## config.mk

```make
export PLATFORM = sky130hd
export DESIGN_NAME = evcnt_top
export DESIGN_NICKNAME = d
export VERILOG_FILES = /design/src/rtl/evcnt_pkg.sv /design/src/rtl/evcnt_edge.sv /design/src/rtl/evcnt_cell.sv /design/src/rtl/evcnt_bank.sv /design/src/rtl/evcnt_top.sv
export SDC_FILE = /design/constraint.sdc
export NUM_CORES = 1
export LEC_CHECK = 0
export ABC_CLOCK_PERIOD_IN_PS = 3800
export BUFFER_PORTS_ARGS = -buffer_cell sky130_fd_sc_hd__buf_2
export CAP_MARGIN = 10
export CORE_AREA = 2 2 160 162
export CTS_CLUSTER_DIAMETER = 100
export DETAILED_ROUTE_END_ITERATION = 7
export DIE_AREA = 0 0 162 164
export GPL_TIMING_DRIVEN = 1
export PLACE_DENSITY = 0.65
export REMOVE_ABC_BUFFERS = 1
export SYNTH_ARGS = -nofsm -noshare
export SYNTH_HDL_FRONTEND = slang
export SYNTH_SLANG_ARGS = --single-unit
```

## constraint.sdc

```tcl
create_clock -name clk -period 3.8 [get_ports clk]
set_clock_uncertainty 0.2 [all_clocks]
set_input_delay 0 -clock clk [delete_from_list [all_inputs] [get_ports clk]]
set_output_delay 0 -clock clk [all_outputs]
set_load 0.005 [all_outputs]
```

## src/rtl/evcnt_pkg.sv

```systemverilog
package evcnt_pkg;

    localparam int EVC_CNT_W    = 16;
    localparam int EVC_CHANNELS = 4;
    localparam int EVC_SYNC_LEN = 2;

    // Behaviour at the top of the count range
    typedef enum logic {
        LIMIT_HOLD = 1'b0,
        LIMIT_ROLL = 1'b1
    } limit_mode_e;

    // Requests that act on one group as a whole
    typedef struct packed {
        logic rd;
        logic clr;
    } grp_req_t;

endpackage

```

## src/rtl/evcnt_edge.sv

```systemverilog
module evcnt_edge #(
    parameter int N_CH   = evcnt_pkg::EVC_CHANNELS,
    parameter int STAGES = evcnt_pkg::EVC_SYNC_LEN
) (
    input  logic            clk,
    input  logic            rst,
    input  logic [N_CH-1:0] evt_in,
    output logic [N_CH-1:0] rise
);

    logic [N_CH-1:0] lvl;
    logic [N_CH-1:0] lvl_q;

    generate
        if (STAGES > 0) begin : g_sync
            logic [N_CH-1:0] chain [STAGES];
            always_ff @(posedge clk) begin
                if (rst) begin
                    for (int s = 0; s < STAGES; s++) chain[s] <= '0;
                end else begin
                    chain[0] <= evt_in;
                    for (int s = 1; s < STAGES; s++) chain[s] <= chain[s-1];
                end
            end
            assign lvl = chain[STAGES-1];
        end else begin : g_direct
            assign lvl = evt_in;
        end
    endgenerate

    always_ff @(posedge clk) begin
        if (rst) lvl_q <= '0;
        else     lvl_q <= lvl;
    end

    assign rise = lvl & ~lvl_q;

endmodule

```

## src/rtl/evcnt_cell.sv

```systemverilog
module evcnt_cell
    import evcnt_pkg::*;
#(
    parameter int          CNT_W = EVC_CNT_W,
    parameter limit_mode_e MODE  = LIMIT_HOLD
) (
    input  logic             clk,
    input  logic             rst,
    input  logic             clr,
    input  logic             inc,
    output logic [CNT_W-1:0] cnt
);

    localparam logic [CNT_W-1:0] TOP = {CNT_W{1'b1}};

    logic at_top;
    logic step;

    assign at_top = (cnt == TOP);
    assign step   = inc && !(MODE == LIMIT_HOLD && at_top);

    always_ff @(posedge clk) begin
        if (rst || clr) cnt <= '0;
        else if (step)  cnt <= cnt + 1'b1;
    end

endmodule

```

## src/rtl/evcnt_bank.sv

```systemverilog
module evcnt_bank
    import evcnt_pkg::*;
#(
    parameter int          N_CH  = EVC_CHANNELS,
    parameter int          CNT_W = EVC_CNT_W,
    parameter limit_mode_e MODE  = LIMIT_HOLD,
    localparam int         BUS_W = N_CH * CNT_W
) (
    input  logic             clk,
    input  logic             rst,
    input  logic [N_CH-1:0]  hit,
    input  grp_req_t         req,
    output logic [BUS_W-1:0] live,
    output logic [BUS_W-1:0] snap,
    output logic             snap_vld
);

    genvar ch;
    generate
        for (ch = 0; ch < N_CH; ch++) begin : g_ch
            evcnt_cell #(
                .CNT_W (CNT_W),
                .MODE  (MODE)
            ) u_cell (
                .clk (clk),
                .rst (rst),
                .clr (req.clr),
                .inc (hit[ch]),
                .cnt (live[ch*CNT_W +: CNT_W])
            );
        end
    endgenerate

    always_ff @(posedge clk) begin
        if (rst) begin
            snap     <= '0;
            snap_vld <= 1'b0;
        end else begin
            snap_vld <= req.rd;
            if (req.rd) snap <= live;
        end
    end

endmodule

```

## src/rtl/evcnt_top.sv

```systemverilog
module evcnt_top
    import evcnt_pkg::*;
#(
    parameter int N_CH   = EVC_CHANNELS,
    parameter int CNT_W  = EVC_CNT_W,
    parameter int STAGES = EVC_SYNC_LEN
) (
    input  logic                  clk,
    input  logic                  rst,
    input  logic [N_CH-1:0]       ext_evt,
    input  logic [N_CH-1:0]       core_evt,
    input  logic                  ext_rd,
    input  logic                  ext_clr,
    input  logic                  core_rd,
    input  logic                  core_clr,
    output logic [N_CH*CNT_W-1:0] ext_snap,
    output logic                  ext_snap_vld,
    output logic [N_CH*CNT_W-1:0] core_snap,
    output logic                  core_snap_vld
);

    localparam int BUS_W = N_CH * CNT_W;

    logic [N_CH-1:0]  ext_hit;
    logic [N_CH-1:0]  core_hit;
    logic [BUS_W-1:0] ext_live;
    logic [BUS_W-1:0] core_live;
    grp_req_t         ext_req;
    grp_req_t         core_req;

    assign ext_req  = '{rd: ext_rd,  clr: ext_clr};
    assign core_req = '{rd: core_rd, clr: core_clr};

    evcnt_edge #(.N_CH(N_CH), .STAGES(STAGES)) u_ext_edge (
        .clk (clk), .rst (rst), .evt_in (ext_evt), .rise (ext_hit)
    );

    evcnt_edge #(.N_CH(N_CH), .STAGES(0)) u_core_edge (
        .clk (clk), .rst (rst), .evt_in (core_evt), .rise (core_hit)
    );

    evcnt_bank #(.N_CH(N_CH), .CNT_W(CNT_W), .MODE(LIMIT_HOLD)) u_ext_bank (
        .clk (clk), .rst (rst), .hit (ext_hit), .req (ext_req),
        .live (ext_live), .snap (ext_snap), .snap_vld (ext_snap_vld)
    );

    evcnt_bank #(.N_CH(N_CH), .CNT_W(CNT_W), .MODE(LIMIT_ROLL)) u_core_bank (
        .clk (clk), .rst (rst), .hit (core_hit), .req (core_req),
        .live (core_live), .snap (core_snap), .snap_vld (core_snap_vld)
    );

endmodule

```

==> metrics.csv, run 1 <==
stage,metric,value,unit
run_status,status,completed,
floorplan,Core Area,0.0248,mm^2
route,DR WL/cell,14.3,um
synth,number of synthesized flops with an enable pin,0,
cells_and_area,antenna cells,0,
pwr,sequential share of power,0.476,
timing,Tmin final,2250,ps
route,DRT Pass-1 Iters,5,
pwr,combinational power share,0.029,
timing,Setup-failing EPs final,0,
floorplan,Die Y,164,um
synth,Syn Inst Count,1169,
synth,Synth Flop Type,dfxtp_1,
grt,initial antenna violation count,0,
pwr,Clk pwr share,0.495,
cells_and_area,register area,0.00549,mm^2
timing,Final Hold Fails,0,
route,DRT iter0 DRCs,439,
clock_tree,clock sink count,274,
min_path,worst min-delay path startpoint,core_rd,
placed_design,Final HPWL DP,15.8,mm
grt,first-pass GRT wire length,39.5,mm
grt,pin count of the biggest net entering global routing,66,
cells_and_area,Util after Layout,0.532,
pwr,Total Power,6.09,mW
pwr,worst vdd rail ir drop,0.322,mV
pwr,switching pwr,1.27,mW
placed_design,pre-CTS WS,1520,ps
floorplan,starting density of the core,0.444,
timing,transition time of the tightest slew-check pin,1110,ps
synth,"Seq/Total Area, Yosys",0.497,
floorplan,DIE WIDTH,162,um
cells_and_area,"commonest non-fill, non-tap cell in the layout",dfxtp_1,
critical_path,Worst EP arrival,2450,ps
clock_tree,CTS buffer count,30,
placed_design,Placer Congestion,0.825,
grt,met3 GRT Util,0.0417,
pwr,P_leak,5.35,nW
floorplan,Die ar.,0.0266,mm^2
critical_path,worst setup path start,u_ext_bank.g_ch[1].u_cell.cnt[8],
cells_and_area,FILL cells,2351,
pwr,Internal,4.82,mW
critical_path,crit end category,flip-flop,
clock_tree,Clock transition at path regs,60,ps
clock_tree,CTS max path bufs,3,
grt,global route overflow,0,
floorplan,I/O pin count,144,
route,DR vias,8686,
cells_and_area,Multi-input gate area,0.00528,mm^2
timing,Max Slew Vio Count,0,
route,# DRC,0,
pwr,Pwr Density,461,mW/mm^2
synth,Syn Area/Cell,9.43,um^2
clock_tree,H-tree levels,1,
run,max-cap viol count,0,
clock_tree,CTS tree,built,
critical_path,CP Class,reg -> reg,
clock_tree,clk_lat worst skew,550,ps
route,Routed WL,23.8,mm
timing,setup TNS,0,ps
critical_path,worst r2r src,u_ext_bank.g_ch[1].u_cell.cnt[8],
grt,most crowded layer after global routing,met2,
timing,fin crit share,0.593,
floorplan,count of standard-cell rows,58,
placed_design,PortBufs,143,
grt,routing usage on met2,0.299,
cells_and_area,"commonest cells after routing, fill and taps aside","dfxtp_1, nor2_1, buf_2",
grt,met1 global-route usage,0.225,
clock_tree,CTS root buf,clkbuf_16,
synth,"FF+latch count, synth",274,
synth,Synth cell types,49,
timing,Final WS setup,1550,ps
cells_and_area,share of layout cells above drive strength 1,0.158,
timing,Max Clock Freq,444,MHz
critical_path,WP data required,4000,ps
critical_path,worst-path fanout max,16,
timing,Worst slew margin,0.257,
timing,unrepaired setup endpoints after global routing,false,
min_path,worst min path class,in -> reg,
synth,Synth Warn #,0,
critical_path,Critical Path Start Type,flip-flop,
cells_and_area,Final nets,1333,
pwr,Net Sw Frac,0.209,
grt,Global Route Usage Sum,0.176,
route,Via-to-Cell Ratio,5.22,
grt,vias in the first global route,8149,
synth,mapped cell area,0.0110,mm^2
synth,Post-synth ARST share,0,
cells_and_area,Syn-to-layout area delta,19.8,%
clock_tree,post-CTS setup buffer count,0,
route,Antenna Nets Post-Route,0,
-- cells in the mapped netlist (24+ instances only) --
cell      count  area share
dfxtp_1     274        0.50
nor2_1      203       0.069
mux2i_1     136        0.12
nand2_1      55       0.019
a21oi_1      51       0.023
o21ai_0      36       0.016
nand4_1      33       0.019
or3_1        33       0.019
nand3_1      32       0.015
clkbuf_1     31       0.011
xor2_1       28       0.022
nor2b_1      24       0.014
-- registers in the layout, summed over array words and instances (netlist names) --
register	flops
u_core_bank.g_ch.u_cell.cnt	64
u_core_bank.snap	64
u_core_bank.snap_vld	1
u_core_edge.lvl_q	4
u_ext_bank.g_ch.u_cell.cnt	64
u_ext_bank.snap	64
u_ext_bank.snap_vld	1
u_ext_edge.g_sync.chain	8
u_ext_edge.lvl_q	4
-- critical path, cell delays in order, from the launching register on --
cell and delay (ps):
dfxtp_1 420, nand4_1 260, nor4_2 910, or3b_2 260
a21oi_1 50
-- what timing repair did --
action	4_1_cts	5_1_grt
endpoints found under the hold margin	154	0
endpoints found under the setup margin	0	0
gates resized for setup	0	0
hold buffers	15	0
-- metal layers --
metal	wire length (um)	vias up	share of wire
li1	-	4466	-
met1	11000	4031	0.46
met2	11000	153	0.46
met3	1340	36	0.056
met4	486	0	0.020
met5	0	-	0
-- stage by stage --
stage / cells / instance area, um^2 / hold WS (ps)
after floorplan: 1114 / 10800 / -128
after global placement: 1594 / 12000 / 17.8
after detailed placement: 1594 / 12000 / 18.9
after CTS: 1663 / 13200 / 7.82
after global routing: 1663 / 13200 / 49.9
final: 1663 / 13200 / 16.3
-- worst paths after layout --
| check | cells past startpoint | end | slack [ps] |
|---|---|---|---|
| setup / recovery | 4 | u_ext_bank.g_ch[1].u_cell.cnt[1] | 1550 |
| hold / removal | 3 | u_core_bank.snap[1] | 20 |
| setup reg to reg | 4 | u_ext_bank.g_ch[1].u_cell.cnt[1] | 1550 |
| hold reg to reg | 1 | u_ext_edge.g_sync.chain[0][4] | 240 |
-- kinds of logic (layout without fill, tap and decap cells) --
| family | count (synthesis) | count (layout) | share of synthesized area |
|---|---|---|---|
| AOI/OAI and AO/OA | 139 | 139 | 0.0774 |
| xor gates and xnor gates | 50 | 50 | 0.0397 |
| adders and majority gates | 8 | 8 | 0.00908 |
| buffers and inverters | 70 | 234 | 0.0239 |
| DFF | 274 | 274 | 0.497 |
| muxes | 136 | 136 | 0.123 |
| and+or+nand+nor | 492 | 492 | 0.229 |
-- power groups by stage --
stage	logic (mW)	clock network [mW]	registers (mW)
after floorplan	0.0716	0	2.96
after global placement	0.167	0	2.96
after detailed placement	0.169	0	2.96
after CTS	0.181	3.09	2.90
after global routing	0.195	3.20	2.90
final	0.177	3.01	2.90
-- layout make-up --
cell class	instances	area share
clock inverters	10	0.0101
multi-input cells	825	0.400
flip-flops and latches	274	0.415
well taps	330	0.0313
clock buffers	44	0.0692
inverters	15	0.00426
repair buffers	165	0.0701
(Power assumes the default switching activity.)
==> inputs of run 2 (changes only) <==
Settings changed: ABC_CLOCK_PERIOD_IN_PS 3800 to 2100.
Clock period 3.8 ns to 2.1 ns, I/O delays scaled along.
==> run 2 against run 1 <==
Global-route usage rose by 0.33 points; final cell count rose by 2.1%; clock power grew 63%; non-clock buffer count up 40; register-to-register slack got worse by 1400 ps; sequential power grew 81%; maximum frequency up 14%; core utilization is 0.95 points higher; critical path depth unchanged; setup slack worse by 1400 ps; critical path type unchanged; sequential cell count unchanged; sequential share of layout area decreased by 0.73 points.
==> metrics.csv, run 2 (synthesis results as in run 1) <==
stage,metric,value,unit,change
pwr,P_leak,5.51,nW,+3.0%
min_path,worst min path class,in -> reg,,
floorplan,Die Y,164,um,unchanged
timing,Tmin final,1980,ps,-276 ps
pwr,combinational power share,0.034,,+0.005
floorplan,Core Area,0.0248,mm^2,unchanged
critical_path,Critical Path Start Type,flip-flop,,
timing,Max Slew Vio Count,0,,unchanged
clock_tree,clk_lat worst skew,530,ps,-20 ps
run,max-cap viol count,0,,unchanged
cells_and_area,Syn-to-layout area delta,21.9,%,
timing,Final Hold Fails,0,,unchanged
pwr,Clk pwr share,0.467,,-0.028
timing,Setup-failing EPs final,0,,unchanged
floorplan,Die ar.,0.0266,mm^2,unchanged
critical_path,WP data required,2370,ps,-1630 ps
route,Via-to-Cell Ratio,5.22,,about the same
floorplan,DIE WIDTH,162,um,unchanged
timing,Max Clock Freq,506,MHz,+14%
clock_tree,CTS buffer count,29,,-3.3%
grt,initial antenna violation count,0,,unchanged
route,# DRC,0,,unchanged
pwr,worst vdd rail ir drop,0.612,mV,+90%
cells_and_area,antenna cells,0,,unchanged
cells_and_area,"commonest cells after routing, fill and taps aside","dfxtp_1, nor2_1, buf_2",,
clock_tree,clock sink count,274,,unchanged
placed_design,Placer Congestion,0.847,,+2.6%
clock_tree,CTS max path bufs,3,,unchanged
placed_design,PortBufs,143,,unchanged
floorplan,count of standard-cell rows,58,,unchanged
placed_design,placed cells,1627,,+2.1%
clock_tree,Clock transition at path regs,60,ps,about the same
timing,Worst slew margin,0.650,,+0.393
placed_design,Final HPWL DP,16.4,mm,+3.9%
pwr,Pwr Density,780,mW/mm^2,+69%
run_status,status,completed,,
cells_and_area,Final nets,1372,,+2.9%
cells_and_area,Layout Cells excl Fill,1698,,+2.1%
timing,transition time of the tightest slew-check pin,525,ps,-589 ps
cells_and_area,Util after Layout,0.542,,+0.00948
pwr,Net Sw Frac,0.210,,+0.00151
critical_path,CP Class,reg -> reg,,
grt,pin count of the biggest net entering global routing,104,,+58%
route,DRT iter0 DRCs,484,,+10%
route,DR WL/cell,14.2,um,-0.81%
grt,vias in the first global route,8156,,+0.086%
timing,worst hold slack,133,ps,+117 ps
route,DR vias,8865,,+2.1%
cells_and_area,"commonest non-fill, non-tap cell in the layout",dfxtp_1,,
grt,first-pass GRT wire length,40.1,mm,+1.5%
grt,global route overflow,0,,unchanged
pwr,switching pwr,2.20,mW,+74%
clock_tree,CTS tree,built,,
pwr,sequential share of power,0.500,,+0.024
timing,fin crit share,0.942,,+0.349
clock_tree,H-tree levels,1,,unchanged
pwr,Total Power,10.5,mW,+72%
clock_tree,post-CTS setup buffer count,0,,unchanged
clock_tree,CTS root buf,clkbuf_16,,
route,DRT Pass-1 Iters,4,,-1
floorplan,I/O pin count,144,,unchanged
timing,setup TNS,0,ps,unchanged
grt,Global Route Usage Sum,0.179,,+0.00326
pwr,Internal,8.29,mW,+72%
floorplan,starting density of the core,0.444,,unchanged
timing,unrepaired setup endpoints after global routing,false,,
cells_and_area,share of layout cells above drive strength 1,0.175,,+0.0172
critical_path,worst-path fanout max,9,,-7
critical_path,crit end category,flip-flop,,
route,Antenna Nets Post-Route,0,,unchanged
route,Routed WL,24.1,mm,+1.3%
critical_path,Worst EP arrival,2250,ps,-200 ps
==> run 2: changes by cell type in the layout (fill, tap and decap cells not counted) <==
cell / delta
clkbuf_16: -2
inv_8: -1
dlygate4sd3_1: +7
nand3_2: +1
nand3_1: -1
buf_4: +30
clkinv_4: +2
clkbuf_8: -1
clkinvlp_4: -1
bufinv_16: -2
buf_12: +3
==> run 2: layout make-up <==
type / count / area (um^2)
clock inverter: 8 / 72.6
timing repair buffer: 205 / 1280
tap: 330 / 413
fill: 2281 / 11400
clock buffer: 41 / 851
sequential: 274 / 5490
inverter: 15 / 56.3
multi-input combinational: 825 / 5290
==> run 2: timing repair <==
item                                    CTS  global route
hold endpoints to repair                226             0
endpoints found under the setup margin    0             1
resized for setup                         0             1
hold buffers                             22             0
==> run 2: path summary, 6_finish.rpt <==
path | from | to | slack (ps) | depth (start not counted)
setup reg to reg | u_ext_bank.g_ch[2].u_cell.cnt[6] | u_ext_bank.g_ch[2].u_cell.cnt[13] | 120 | 4
setup / recovery | u_ext_bank.g_ch[2].u_cell.cnt[6] | u_ext_bank.g_ch[2].u_cell.cnt[13] | 120 | 4
hold / removal | rst | u_core_bank.snap[11] | 130 | 3
hold reg to reg | u_ext_edge.g_sync.chain[0][3] | u_ext_edge.g_sync.chain[0][7] | 250 | 1
==> run 2: per-stage QoR <==
step | area, um^2 | setup slack, ps
after floorplan | 10800 | 6.48
after global placement | 12300 | 170
after detailed placement | 12300 | 137
after CTS | 13400 | 125
after global routing | 13400 | 0.740
final | 13400 | 122
==> run 2: power groups by stage <==
| stage | Sequential [mW] | Combinational, mW | Clock, mW |
|---|---|---|---|
| after floorplan | 5.35 | 0.130 | 0 |
| after global placement | 5.36 | 0.326 | 0 |
| after detailed placement | 5.36 | 0.328 | 0 |
| after CTS | 5.24 | 0.359 | 5.04 |
| after global routing | 5.24 | 0.387 | 5.28 |
| final | 5.24 | 0.354 | 4.90 |
==> run 2: routing by layer <==
metal | global-route usage | wire [um]
met1 | 0.233 | 11200
met4 | 0.0374 | 293
met3 | 0.0437 | 1460
met2 | 0.302 | 11100
met5 | 0 | 0
==> run 2: critical path: stages, from the launching register on <==
cell     delay, ps
dfxtp_1        430
nand4_4        190
or3_4          430
or4_1          520
a21oi_1        150
==> inputs of run 3 (changes only) <==
Settings changed: ABC_AREA set to 1, CORE_AREA 2 2 160 162 to 2 2 163 165, DIE_AREA 0 0 162 164 to 0 0 165 167.
==> run 3 against run 2 <==
Largest power group unchanged; via count is 16% higher; maximum frequency up 9.1%; clock power about the same; global-route usage up 1.2 points; critical endpoint is now u_ext_bank.g_ch[2].u_cell.cnt[4]; die area up 3.7%; sequential share of layout area down 0.43 points; routed wire length rose by 8.7%; combinational power is 78% higher.
==> metrics.csv, run 3 <==
stage,metric,value,unit,change
timing,setup TNS,0,ps,unchanged
timing,Tmin final,1810,ps,-165 ps
timing,transition time of the tightest slew-check pin,669,ps,+144 ps
critical_path,CP Class,reg -> reg,,
synth,mapped cell area,0.0114,mm^2,+3.4%
floorplan,I/O pin count,144,,unchanged
cells_and_area,Syn-to-layout area delta,19.2,%,
route,Antenna Nets Post-Route,0,,unchanged
timing,fin crit share,0.863,,-0.0786
grt,routing usage on met2,0.320,,+0.0182
route,Routed WL,26.2,mm,+8.7%
clock_tree,H-tree levels,1,,unchanged
route,Via-to-Cell Ratio,4.90,,-6.2%
route,DR WL/cell,12.4,um,-12%
clock_tree,CTS max path bufs,3,,unchanged
clock_tree,CTS buffer count,29,,unchanged
clock_tree,clk_lat worst skew,540,ps,about the same
route,DRT iter0 DRCs,677,,+40%
route,DRT Pass-1 Iters,5,,+1
pwr,Total Power,10.9,mW,+4.2%
critical_path,"slowest stage delay, CP",390,ps,-130 ps
critical_path,reg2reg setup slack,290,ps,+170 ps
timing,Final WS setup,288,ps,+165 ps
run_status,status,completed,,
floorplan,starting density of the core,0.443,,-0.00182
floorplan,count of standard-cell rows,59,,+1.7%
critical_path,Crit path max-delay family,simple AND/OR/NAND/NOR gates,,
pwr,switching pwr,2.49,mW,+13%
synth,Synth cell types,38,,-22%
pwr,Pwr Density,804,mW/mm^2,+3.1%
floorplan,Core Area,0.0258,mm^2,+3.8%
grt,met3 GRT Util,0.0366,,-0.00707
synth,Synth Warn #,0,,unchanged
grt,most crowded layer after global routing,met2,,
critical_path,R2R Path End,u_ext_bank.g_ch[2].u_cell.cnt[4],,
clock_tree,CTS root buf,clkbuf_16,,
cells_and_area,share of layout cells above drive strength 1,0.137,,-0.0375
timing,Max Clock Freq,552,MHz,+9.1%
cells_and_area,Final nets,1775,,+29%
floorplan,Die ar.,0.0276,mm^2,+3.7%
critical_path,crit end category,flip-flop,,
pwr,sequential share of power,0.495,,-0.005
pwr,Net Sw Frac,0.228,,+0.0178
critical_path,Worst EP arrival,2070,ps,-180 ps
route,# DRC,0,,unchanged
synth,most common cell in the netlist,nor2_1,,
critical_path,Crit-path slowest cell,dfxtp_1,,
synth,number of synthesized flops with an enable pin,0,,unchanged
clock_tree,post-CTS setup buffer count,0,,unchanged
grt,pin count of the biggest net entering global routing,75,,-28%
synth,Post-synth top cells,"nor2_1, dfxtp_1, nand2_1",,
grt,vias in the first global route,9678,,+19%
min_path,Min-Delay Path Depth,4,,+1
placed_design,PortBufs,143,,unchanged
pwr,worst vdd rail ir drop,0.518,mV,-15%
critical_path,worst r2r src,u_ext_bank.g_ch[2].u_cell.cnt[0],,
timing,Final Hold Fails,0,,unchanged
timing,Max Slew Vio Count,0,,unchanged
synth,Synth area leader,dfxtp_1,,
run,max-cap viol count,0,,unchanged
clock_tree,CTS tree,built,,
min_path,worst min path class,in -> reg,,
synth,Syn Area/Cell,7.12,um^2,-25%
synth,largest cells by area after synthesis,"dfxtp_1, nor2_1, nand2_1",,
route,DR vias,10300,,+16%
cells_and_area,"commonest non-fill, non-tap cell in the layout",nor2_1,,
critical_path,WP data required,2350,ps,-20 ps
cells_and_area,"commonest cells after routing, fill and taps aside","nor2_1, dfxtp_1, nand2_1",,
critical_path,worst-path fanout max,15,,+6
clock_tree,clock sink count,274,,unchanged
synth,Post-synth ARST share,0,,unchanged
pwr,Clk pwr share,0.447,,-0.020
cells_and_area,antenna cells,0,,unchanged
grt,initial antenna violation count,0,,unchanged
timing,worst hold slack,114,ps,-18.9 ps
placed_design,Final HPWL DP,17.8,mm,+8.8%
timing,unrepaired setup endpoints after global routing,false,,
critical_path,Crit path top cell by count,nand2_1,,
timing,Worst slew margin,0.554,,-0.0959
pwr,Internal,8.44,mW,+1.8%
grt,first-pass GRT wire length,44.8,mm,+12%
floorplan,DIE WIDTH,165,um,+1.9%
grt,Global Route Usage Sum,0.191,,+0.0124
min_path,worst min-delay path startpoint,core_evt[0],,
critical_path,R2R depth,7,,+3
grt,met1 global-route usage,0.252,,+0.0188
grt,global route overflow,0,,unchanged
timing,Setup-failing EPs final,0,,unchanged
pwr,combinational power share,0.058,,+0.024
placed_design,pre-CTS WS,203,ps,+65.2 ps
synth,Syn Inst Count,1601,,+37%
synth,Synth Flop Type,dfxtp_1,,
critical_path,crit path cell chain,ha_1 > inv_1 > nor2_2 > nand4_4 > nand2_1 > nand2_1 > a21oi_1,,
synth,top-area cell type share of the netlist area,0.481,,-0.0163
critical_path,Critical Path Start Type,flip-flop,,
critical_path,crit path buf inv count,1,,+1
placed_design,Placer Congestion,0.845,,-0.18%
clock_tree,Clock transition at path regs,60,ps,about the same
pwr,P_leak,5.70,nW,+3.4%
synth,"Seq/Total Area, Yosys",0.481,,-0.0163
min_path,Worst Hold End,u_core_bank.g_ch[0].u_cell.cnt[2],,
floorplan,Die Y,167,um,+1.8%
synth,"FF+latch count, synth",274,,unchanged
-- run 3: changes by cell type after synthesis, moves of 21 or more --
| cell | change |
|---|---|
| xor2_1 | -23 |
| nor2_1 | +155 |
| a21oi_1 | +90 |
| nor2b_1 | -24 |
| xnor2_1 | -21 |
| mux2i_1 | -136 |
| nand2_1 | +197 |
| nor4_1 | -23 |
| nand3_1 | +51 |
| inv_1 | +144 |
| nand4_1 | -21 |
| o21ai_0 | +132 |
| or3_1 | -33 |
-- run 3: layout make-up --
type / count / area [um^2]
well taps: 335 / 419
clock buffers: 39 / 823
repair buffers: 180 / 1120
inverters: 164 / 621
multi-input cells: 1104 / 5040
clock inverters: 10 / 80.1
fillers: 2499 / 12200
flip-flops and latches: 274 / 5490
-- run 3: cell families after synthesis --
logic type | count (synthesis) | synth area share
xor gates and xnor gates | 6 | 0.00461
DFF | 274 | 0.481
buffers and inverters | 223 | 0.0782
adders and majority gates | 8 | 0.00878
AOI/OAI and AO/OA | 319 | 0.141
and+or+nand+nor | 771 | 0.286
-- run 3: how the worst max path moves through the flow --
| stage | start | endpoint | depth (start not counted) |
|---|---|---|---|
| 4_1_cts | u_ext_bank.g_ch[2].u_cell.cnt[0] | u_ext_bank.g_ch[2].u_cell.cnt[4] | 7 |
| 2_1_floorplan | ext_clr | u_ext_bank.g_ch[0].u_cell.cnt[2] | 3 |
| 3_5_place_dp | u_ext_bank.g_ch[2].u_cell.cnt[0] | u_ext_bank.g_ch[2].u_cell.cnt[4] | 7 |
| 6_report | u_ext_bank.g_ch[2].u_cell.cnt[0] | u_ext_bank.g_ch[2].u_cell.cnt[4] | 7 |
| 3_3_place_gp | u_ext_bank.g_ch[2].u_cell.cnt[0] | u_ext_bank.g_ch[2].u_cell.cnt[2] | 7 |
| 5_1_grt | u_ext_bank.g_ch[3].u_cell.cnt[0] | u_ext_bank.g_ch[3].u_cell.cnt[12] | 7 |
-- run 3: repair_timing --
action,4_1_cts,5_1_grt
hold buffers,24,0
resized for setup,0,1
setup endpoints to repair,0,1
hold endpoints to repair,257,0
-- run 3: routing by layer --
layer | vias up | routed length [um]
li1 | 5447 | -
met1 | 4650 | 12500
met2 | 180 | 11900
met3 | 40 | 1430
met4 | 0 | 406
met5 | - | 0
-- run 3: tightest hold or removal path: stages --
cell and delay [ps]:
dlygate4sd3_1 530, buf_2 140, nand3_1 80, a21oi_1 60
-- run 3: through the flow --
step | cells | util | cell area (um^2)
3_5_place_dp | 2033 | 0.483 | 12400
6_report | 2106 | 0.527 | 13600
3_3_place_gp | 2033 | 0.483 | 12400
2_1_floorplan | 1542 | - | 11100
5_1_grt | 2106 | 0.527 | 13600
4_1_cts | 2106 | 0.527 | 13600
-- run 3: power groups by stage --
stage	combinational [mW]	sequential, mW	clock (mW)
finish	0.630	5.41	4.88
global route	0.727	5.43	5.25
CTS	0.643	5.41	5.03
detailed placement	0.605	5.53	0
global placement	0.598	5.52	0
floorplan	0.279	5.53	0
